`src/rtl/naq_pkg.sv`:
```
package naq_pkg;
  // Register word offsets relative to the register base.
  typedef enum logic [3:0] {
    RO_CAUSE = 4'h0,
    RO_MASK  = 4'h4,
    RO_CTRL  = 4'h8,
    RO_LEVEL = 4'hC
  } reg_ofs_e;

  localparam int CAUSE_NEW = 0;
  localparam int CAUSE_OVF = 1;
  localparam int NCAUSE    = 2;

  // Physical slot holding the entry 'off' positions after 'head'.
  function automatic int unsigned ring_slot(int unsigned head, int unsigned off,
                                            int unsigned depth);
    return (head + off) % depth;
  endfunction

  // Whether an offered message can be taken this cycle.
  function automatic logic can_take(logic full, logic popping);
    return !full || popping;
  endfunction
endpackage

```
`src/rtl/naq_store.sv`:
```
module naq_store
  import naq_pkg::*;
#(
  parameter int DATA_W = 32,
  parameter int DEPTH  = 16,
  localparam int IDX_W = $clog2(DEPTH),
  localparam int CNT_W = $clog2(DEPTH + 1)
) (
  input  logic              clk,
  input  logic              rst_n,
  input  logic              push,
  input  logic              pop,
  input  logic [DATA_W-1:0] wdata,
  input  logic [IDX_W-1:0]  peek_off,
  output logic [DATA_W-1:0] peek_data,
  output logic [CNT_W-1:0]  count
);
  logic [DATA_W-1:0] mem_q [DEPTH];
  logic [IDX_W-1:0]  head_q;
  logic [CNT_W-1:0]  cnt_q;
  logic [IDX_W-1:0]  tail_idx;
  logic [IDX_W-1:0]  peek_idx;

  assign tail_idx = IDX_W'(ring_slot(32'(head_q), 32'(cnt_q), DEPTH));
  assign peek_idx = IDX_W'(ring_slot(32'(head_q), 32'(peek_off), DEPTH));

  always_ff @(posedge clk) begin
    if (push) mem_q[tail_idx] <= wdata;
  end

  always_ff @(posedge clk) begin
    if (!rst_n) begin
      head_q <= '0;
      cnt_q  <= '0;
    end else begin
      if (pop) head_q <= IDX_W'(ring_slot(32'(head_q), 1, DEPTH));
      cnt_q <= cnt_q + CNT_W'(push) - CNT_W'(pop);
    end
  end

  assign peek_data = (CNT_W'(peek_off) < cnt_q) ? mem_q[peek_idx] : '0;
  assign count     = cnt_q;
endmodule

```
`src/rtl/naq_cause.sv`:
```
module naq_cause #(
  parameter int NBITS = 2
) (
  input  logic             clk,
  input  logic             rst_n,
  input  logic [NBITS-1:0] set_vec,
  input  logic [NBITS-1:0] clr_vec,
  input  logic [NBITS-1:0] mask,
  output logic [NBITS-1:0] cause,
  output logic             irq_n
);
  logic [NBITS-1:0] cause_q;

  always_ff @(posedge clk) begin
    if (!rst_n) cause_q <= '0;
    else        cause_q <= (cause_q & ~clr_vec) | set_vec;
  end

  assign cause = cause_q;
  assign irq_n = ~|(cause_q & mask);
endmodule

```
`src/rtl/addr_notify_queue.sv`:
```
module addr_notify_queue
  import naq_pkg::*;
#(
  parameter int              DATA_W   = 32,
  parameter int              DEPTH    = 16,
  parameter int              ADDR_W   = 12,
  parameter logic [11:0]     WIN_BASE = 12'h800,
  parameter logic [11:0]     REG_BASE = 12'h810
) (
  input  logic              clk,
  input  logic              rst_n,
  input  logic              in_valid,
  input  logic [DATA_W-1:0] in_data,
  output logic              in_ready,
  input  logic              cpu_rd,
  input  logic              cpu_wr,
  input  logic [ADDR_W-1:0] cpu_addr,
  input  logic [DATA_W-1:0] cpu_wdata,
  output logic [DATA_W-1:0] cpu_rdata,
  output logic              irq_n
);
  localparam int IDX_W = $clog2(DEPTH);
  localparam int CNT_W = $clog2(DEPTH + 1);
  localparam logic [ADDR_W-1:0] A_WIN   = ADDR_W'(WIN_BASE);
  localparam logic [ADDR_W-1:0] A_CAUSE = ADDR_W'(REG_BASE) + ADDR_W'(RO_CAUSE);
  localparam logic [ADDR_W-1:0] A_MASK  = ADDR_W'(REG_BASE) + ADDR_W'(RO_MASK);
  localparam logic [ADDR_W-1:0] A_CTRL  = ADDR_W'(REG_BASE) + ADDR_W'(RO_CTRL);
  localparam logic [ADDR_W-1:0] A_LEVEL = ADDR_W'(REG_BASE) + ADDR_W'(RO_LEVEL);

  // Named internal events (observed by the bound checker).
  logic              in_win;
  logic [IDX_W-1:0]  peek_off;
  logic [DATA_W-1:0] peek_data;
  logic [CNT_W-1:0]  count_q;
  logic              full;
  logic              pop;
  logic              push;
  logic              ovf_evt;
  logic              drop_mode;
  logic [NCAUSE-1:0] cause_q;
  logic [NCAUSE-1:0] mask_q;
  logic [NCAUSE-1:0] set_vec;
  logic [NCAUSE-1:0] clr_vec;

  assign in_win   = cpu_addr[ADDR_W-1:IDX_W] == A_WIN[ADDR_W-1:IDX_W];
  assign peek_off = cpu_addr[IDX_W-1:0];
  assign full     = count_q == CNT_W'(DEPTH);
  assign pop      = cpu_rd && in_win && (peek_off == '0) && (count_q != '0);
  assign push     = in_valid && can_take(full, pop);
  assign ovf_evt  = in_valid && full && !pop;
  assign in_ready = drop_mode ? 1'b1 : can_take(full, pop);

  always_comb begin
    set_vec = '0;
    set_vec[CAUSE_NEW] = push;
    set_vec[CAUSE_OVF] = ovf_evt;
  end
  assign clr_vec = (cpu_wr && cpu_addr == A_CAUSE) ? cpu_wdata[NCAUSE-1:0] : '0;

  always_ff @(posedge clk) begin
    if (!rst_n) begin
      mask_q    <= '0;
      drop_mode <= 1'b0;
    end else if (cpu_wr) begin
      if (cpu_addr == A_MASK) mask_q    <= cpu_wdata[NCAUSE-1:0];
      if (cpu_addr == A_CTRL) drop_mode <= cpu_wdata[0];
    end
  end

  naq_store #(.DATA_W(DATA_W), .DEPTH(DEPTH)) u_store (
    .clk(clk), .rst_n(rst_n), .push(push), .pop(pop), .wdata(in_data),
    .peek_off(peek_off), .peek_data(peek_data), .count(count_q)
  );

  naq_cause #(.NBITS(NCAUSE)) u_cause (
    .clk(clk), .rst_n(rst_n), .set_vec(set_vec), .clr_vec(clr_vec),
    .mask(mask_q), .cause(cause_q), .irq_n(irq_n)
  );

  always_comb begin
    cpu_rdata = '0;
    if (in_win)                    cpu_rdata = peek_data;
    else if (cpu_addr == A_CAUSE)  cpu_rdata = DATA_W'(cause_q);
    else if (cpu_addr == A_MASK)   cpu_rdata = DATA_W'(mask_q);
    else if (cpu_addr == A_CTRL)   cpu_rdata = DATA_W'(drop_mode);
    else if (cpu_addr == A_LEVEL)  cpu_rdata = DATA_W'(count_q);
  end
endmodule

```
`config.mk`:
```
export PLATFORM = sky130hd
export DESIGN_NAME = addr_notify_queue
export DESIGN_NICKNAME = d
export VERILOG_FILES = /design/src/rtl/naq_pkg.sv /design/src/rtl/naq_store.sv /design/src/rtl/naq_cause.sv /design/src/rtl/addr_notify_queue.sv
export SDC_FILE = /design/constraint.sdc
export NUM_CORES = 1
export LEC_CHECK = 0
export CAP_MARGIN = 20
export CORE_ASPECT_RATIO = 1.25
export CORE_MARGIN = 2
export CORE_UTILIZATION = 40
export CTS_BUF_LIST = sky130_fd_sc_hd__clkbuf_4
export CTS_CLUSTER_SIZE = 8
export DETAILED_ROUTE_END_ITERATION = 10
export GPL_ROUTABILITY_DRIVEN = 0
export PLACE_DENSITY_LB_ADDON = 0.3
export SETUP_SLACK_MARGIN = 0.05
export SLEW_MARGIN = 15
export SYNTH_ARGS = -nofsm -noshare
export SYNTH_HDL_FRONTEND = slang
export SYNTH_SLANG_ARGS = --single-unit
```
`constraint.sdc`:
```
create_clock -name clk -period 13.7 [get_ports clk]
set_input_delay 1.37 -clock clk [delete_from_list [all_inputs] [get_ports clk]]
set_output_delay 1.37 -clock clk [all_outputs]
set_load 0.05 [all_outputs]
```
# [After elaboration in Yosys (flattened, before gate mapping)]
# Memories as Yosys holds them, arrays and structs flattened.
# Cells that the tools add are included.
[classes] order_cmp=1 add_sub_neg=5 n_reduce_logical=16 eq_ne=6 muxes=10 bitwise_logic=4
[op_table] cell="$mux W32" count=2
[op_table] cell="$eq A12 B12 Y1 const B" count=4
[op_table] cell="$mux W5" count=4
[op_table] cell="$add A4 B4 Y4" count=2
[op_table] cell="$eq A8 B8 Y1 const B" count=1
[op_table] cell="$logic_and A1 B1 Y1" count=7
[op_table] cell="$add A5 B1 Y5" count=1
[op_table] cell="$eq A5 B5 Y1 const B" count=1
[op_table] cell="$lt A4 B5 Y1" count=1
[op_table] cell="$reduce_bool A5 Y1" count=1
[op_table] cell="$sub A5 B1 Y5" count=1
[op_table] cell="$add A4 B1 Y4 const B" count=1
[op_table] cell="$and A2 B2 Y2" count=2
[op_table] cell="$logic_not A4 Y1" count=1
[op_table] cell="$reduce_and A2 Y1" count=2
[op_table] cell="$logic_not A1 Y1" count=3
[op_table] cell="$mux W1" count=3
[op_table] cell="$mux W2" count=1
[op_table] cell="$not A2 Y2" count=1
[op_table] cell="$or A2 B2 Y2" count=1
[op_table] cell="$reduce_or A2 Y1" count=1
[op_table] cell="$logic_or A1 B1 Y1" count=1
[word_totals] ram_bits=512 elab_cells=48 regBits=14 n_memories=1
[mem_list] name="u_store.mem_q" depth=16 word_bits=32 rd=1 rd_clocked_by_memory_dff=0 write_ports=1 line_no="naq_store.sv:18" text="logic [DATA_W-1:0] mem_q [DEPTH];"

# [Longest topological paths before layout]
[logic_depth] depth_word=8 depth_mapped=15

# [Cells and area by module]
# Synthesis repeated with hierarchy kept, for this count alone.
[unflattened] cells_unflattened=1394 hier_area_um2=22008.6
[by_module_without_submodules] mod="naq_store" seq_area_each_um2=15554.9 area_each_um2=21334.2 cells_per_inst=1311 instances=1
[by_module_without_submodules] mod="addr_notify_queue" seq_area_each_um2=60.1 area_each_um2=599.3 cells_per_inst=76 instances=1
[by_module_without_submodules] mod="naq_cause" seq_area_each_um2=40.0 area_each_um2=75.1 cells_per_inst=7 instances=1

# [Least setup slack after synthesis]
# No wires, ideal clock.
[synth_timing] path_type="input -> register" startpoint="input cpu_addr[3]" endpoint="memory u_store.mem_q[10][0], enable pin" n_path_buf=1 path_slack_ps=7605 path_stages=5 arrival_time_ps=5582 required_time_ps=13187 cell_sequence="buf_2 -> nor4_2 -> and4_1 -> o21ai_1 -> nor4b_1"
[synth_via] elab_chain_len=7
[synth_lines] element="start, declared" line_no="addr_notify_queue.sv:17" text="input logic [ADDR_W-1:0] cpu_addr,"
[synth_lines] element="$logic_not A4 Y1" line_no="addr_notify_queue.sv:48" text="assign pop = cpu_rd && in_win && (peek_off == '0) && (count_q != '0);"
[synth_lines] element="$logic_and A1 B1 Y1 (2 in a row)" line_no="addr_notify_queue.sv:48"
[synth_lines] element="$logic_or A1 B1 Y1" line_no="naq_pkg.sv:22" text="return !full || popping;"
[synth_lines] element="$logic_and A1 B1 Y1" line_no="addr_notify_queue.sv:49" text="assign push = in_valid && can_take(full, pop);"
[synth_lines] element="$mux W1" line_no="naq_store.sv:28" text="if (push) mem_q[tail_idx] <= wdata;"
[synth_lines] element="$mux W1 (not written as such)" line_no="naq_store.sv:28"
[synth_lines] element="end, declared" line_no="naq_store.sv:18"
# No other way between the ends.

# [Worst setup path after layout]
[layout_timing] startpoint="input cpu_addr[0]" endpoint="output cpu_rdata[4]"
[layout_via] elab_chain_len=6 word_cells_on_any_way=13 cone_classes="1 x add/sub; 1 x order compare; 4 x eq/ne; 6 x mux; 1 x memory"
[layout_lines] element="parallel branches: the longest is 5 deep, another holds $mem_v2 Z16 W32"
[layout_lines] element="$mux W32 (*)" line_no="addr_notify_queue.sv:82" text="if (in_win) cpu_rdata = peek_data;"
[layout_lines] element="end, declared" line_no="addr_notify_queue.sv:19" text="output logic [DATA_W-1:0] cpu_rdata,"
# Every way passes the cells marked *.

==> impl_metrics.json <==
{
  "async_flop_share_pct": 0,
  "grt_max_degree": 71,
  "cp.required_ns": 12.33,
  "maxCapViolations": 0,
  "grt-ovfl-total": 0,
  "fin_worst_skew_ns": 0.0515,
  "switching_share_pct": 23.9,
  "tns_ns": 0,
  "vdd_drop_max_mv": 0.0574,
  "pin_count": 115,
  "syn-mean-instance-area_um2": 19.9,
  "yosys.area_share.simple_pct": 4.98,
  "antenna_left": 0,
  "endpoint_kind": "output pin",
  "syn_to_final_growth_pct": 15.4,
  "wire_per_inst_um": 22.9,
  "pwr-share-seq_pct": 55.9,
  "cts_made_buffers": 120,
  "dpl_worst_slack_ns": 5.53,
  "route.detailed.drc": 0,
  "routed_wl_um": 45700,
  "cp.arrival_ns": 6.69,
  "hpwl_um": 23400,
  "grt_pass1_wl_um": 68700,
  "cts-root-buf": "clkbuf_4",
  "clk_pin_slew_ns": 0.07,
  "core-area_mm2": 0.0517,
  "firstDrtPassIters": 4,
  "pwr-share-comb_pct": 9.8,
  "synth-compound-area-share_pct": 3.34,
  "antenna_found_initial": 5,
  "insertion_delay_ns": 0.84,
  "track_usage_pct": 17.0,
  "grt_pass1_vias": 11500,
  "synth_top_cell_area_share_pct": 73.3,
  "powerDensity_mw_per_mm2": 139,
  "yosys.area_share.adder_pct": 1.24,
  "rsz0062_at_grt": "false",
  "cts_buffer_depth": 3,
  "synth_cell_types": 52,
  "ys.warnings.count": 0,
  "setup_ws_ns": 5.64,
  "yosysSeqAreaShare_pct": 74.6,
  "startpoint_type": "input port",
  "syn_nets": 1157,
  "max_stage_delay_ns": 1.37,
  "final_max_slew_viol_count": 0,
  "holdBufCountCts": 0,
  "htreeDepth": 3,
  "min_path_type": "reg2reg",
  "nets": 1337,
  "yosysTopAreaCell": "edfxtp_1",
  "cts_tree": "done",
  "fp.dieH_um": 260,
  "critPathSlowestCell": "fa_4",
  "dieArea_mm2": 0.0543,
  "die_w_um": 209,
  "layout_commonest_cell": "edfxtp_1",
  "initial_core_util_pct": 40.6,
  "drtIter0Drc": 815,
  "rows": 93,
  "crit_path_frequent_cell": "clkdlybuf4s50_1",
  "worst-path-buf-inv": 4,
  "status": "finished clean",
  "layout_common_cells": "edfxtp_1, clkbuf_4, mux4_2, nand2_1, clkdlybuf4s50_1",
  "drive_above_1_share_pct": 26.8,
  "hold_viol_final": 0,
  "hold_start": "u_cause.cause[0]$_SDFF_PN0_",
  "io_buffers": 84,
  "cpLargestDelayFamily": "buffers and inverters",
  "worst-setup-path-type": "in2out",
  "synth_edf_count": 512,
  "reg2reg_from": "u_store.head_q[0]$_SDFFE_PN0P_",
  "cts_setup_buffers": 0,
  "min_period_ns": 8.06,
  "yosys_most_used_dff": "edfxtp_1",
  "synthMuxAreaShare_pct": 13.4,
  "relSlewSlack_pct": 24.6,
  "worst_pin_slew_ns": 1.13,
  "syn_area_mm2": 0.0210,
  "max_freq_mhz": 124,
  "vias_per_cell": 5.43,
  "clkPwrFrac_pct": 34.4,
  "fin_crit_sh_pct": 58.8,
  "cts_resized": 0,
  "syn-instance-count": 1057,
  "power.net_switching_mw": 0.808,
  "p_int_mw": 2.57,
  "synth_xor_area_share_pct": 0.698,
  "setup-violations-final": 0,
  "clock_sinks": 526,
  "leakagePower_nw": 7.75,
  "vias": 10800,
  "ys_seq_elements": 526,
  "synth_area_leaders": "edfxtp_1, mux4_2, nand2_1",
  "synth_top_family_by_area": "multiplexers",
  "critPathLaunch": "cpu_addr[0]",
  "cp_max_fo": 70,
  "cp_cell_sequence": "clkdlybuf4s50_1 > ha_4 > inv_1 > fa_4 > buf_4 > nand2_1 > nor3_1 > nor2_1 > a41o_1 > a32o_1 > clkdlybuf4s50_1"
}
==> final cells by class <==
class | count | area [µm²]
fill | 4375 | 27400
sequential | 526 | 15700
multi-input combinational | 458 | 5130
clock buffer | 174 | 1310
timing repair buffer | 116 | 1080
tap | 665 | 832
clock inverter | 38 | 149
inverter | 15 | 56.3
antenna | 4 | 10.0
==> worst paths after layout <==
| path | endpoint | slack [ns] | depth (start not counted) |
|---|---|---|---|
| hold / removal | u_cause.cause[0]$_SDFF_PN0_ | 0.50 | 2 |
| setup / recovery | cpu_rdata[4] | 5.64 | 11 |
| setup reg to reg | u_store.mem_q[9][6]$_DFFE_PP_ | 10.24 | 5 |
| hold reg to reg | u_cause.cause[0]$_SDFF_PN0_ | 0.50 | 2 |
==> power groups by stage <==
stage	Clock, mW	Sequential [mW]	Combinational (mW)
after floorplan	0	1.92	0.205
after global placement	0	1.92	0.326
after detailed placement	0	1.92	0.333
after CTS	1.20	1.89	0.335
after global routing	1.27	1.89	0.360
final	1.16	1.89	0.329
==> per-stage QoR <==
| stage | util [%] | instances | cell area (µm²) | hold slack [ns] | total power [mW] |
|---|---|---|---|---|---|
| 5_1_grt | 46.9 | 1994 | 24200 | 0.531 | 3.52 |
| 3_3_place_gp | 44.0 | 1778 | 22700 | 0.485 | 2.24 |
| 3_5_place_dp | 44.0 | 1778 | 22700 | 0.493 | 2.25 |
| 4_1_cts | 46.8 | 1990 | 24200 | 0.504 | 3.42 |
| 2_1_floorplan | - | 1057 | 21000 | 0.462 | 2.12 |
| 6_report | 46.9 | 1996 | 24200 | 0.497 | 3.37 |
==> synthesized netlist by cell type, types with 8 or more instances <==
cell type    n
edfxtp_1   512
mux4_2     117
nand2_1     94
and2_1      35
a211oi_1    29
a311oi_1    27
buf_2       23
clkbuf_1    16
ha_1        16
nor2_1      16
inv_1       15
dfxtp_1     14
nor3_1      12
buf_4       11
nand3_1     11
nor2b_1     10
xor2_1       8
==> tightest hold or removal path, delay by kind of cell (launching register included) <==
kind               cells  cell delay [ns]
AOI/OAI and AO/OA      2             0.13
DFF                    1             0.32
==> state kept, by name, summed over array words and instances (netlist names) <==
register	cells
mask_q	2
u_cause.cause	2
u_store.head_q	4
drop_mode	1
u_store.mem_q	512
u_store.count	5
==> layer usage <==
metal	global-route usage [%]	wire (µm)	vias to the layer above
met3	3.35	2350	55
met1	22.2	19500	5672
li1	-	-	4801
met5	0	27	-
met4	5.81	630	4
met2	28.7	23200	309
==> logic make-up (layout without fill, tap and decap cells) <==
kind of cell | count (synthesis) | after routing
XOR/XNOR | 15 | 15
AND/OR/NAND/NOR | 207 | 207
buffers and inverters | 73 | 343
adder cells (fa/ha/maj) | 19 | 19
flip-flops | 526 | 526
AO/OA/AOI/OAI | 89 | 89
multiplexers | 128 | 128
other | 0 | 4
No activity file was read; power rests on OpenSTA's default activity.
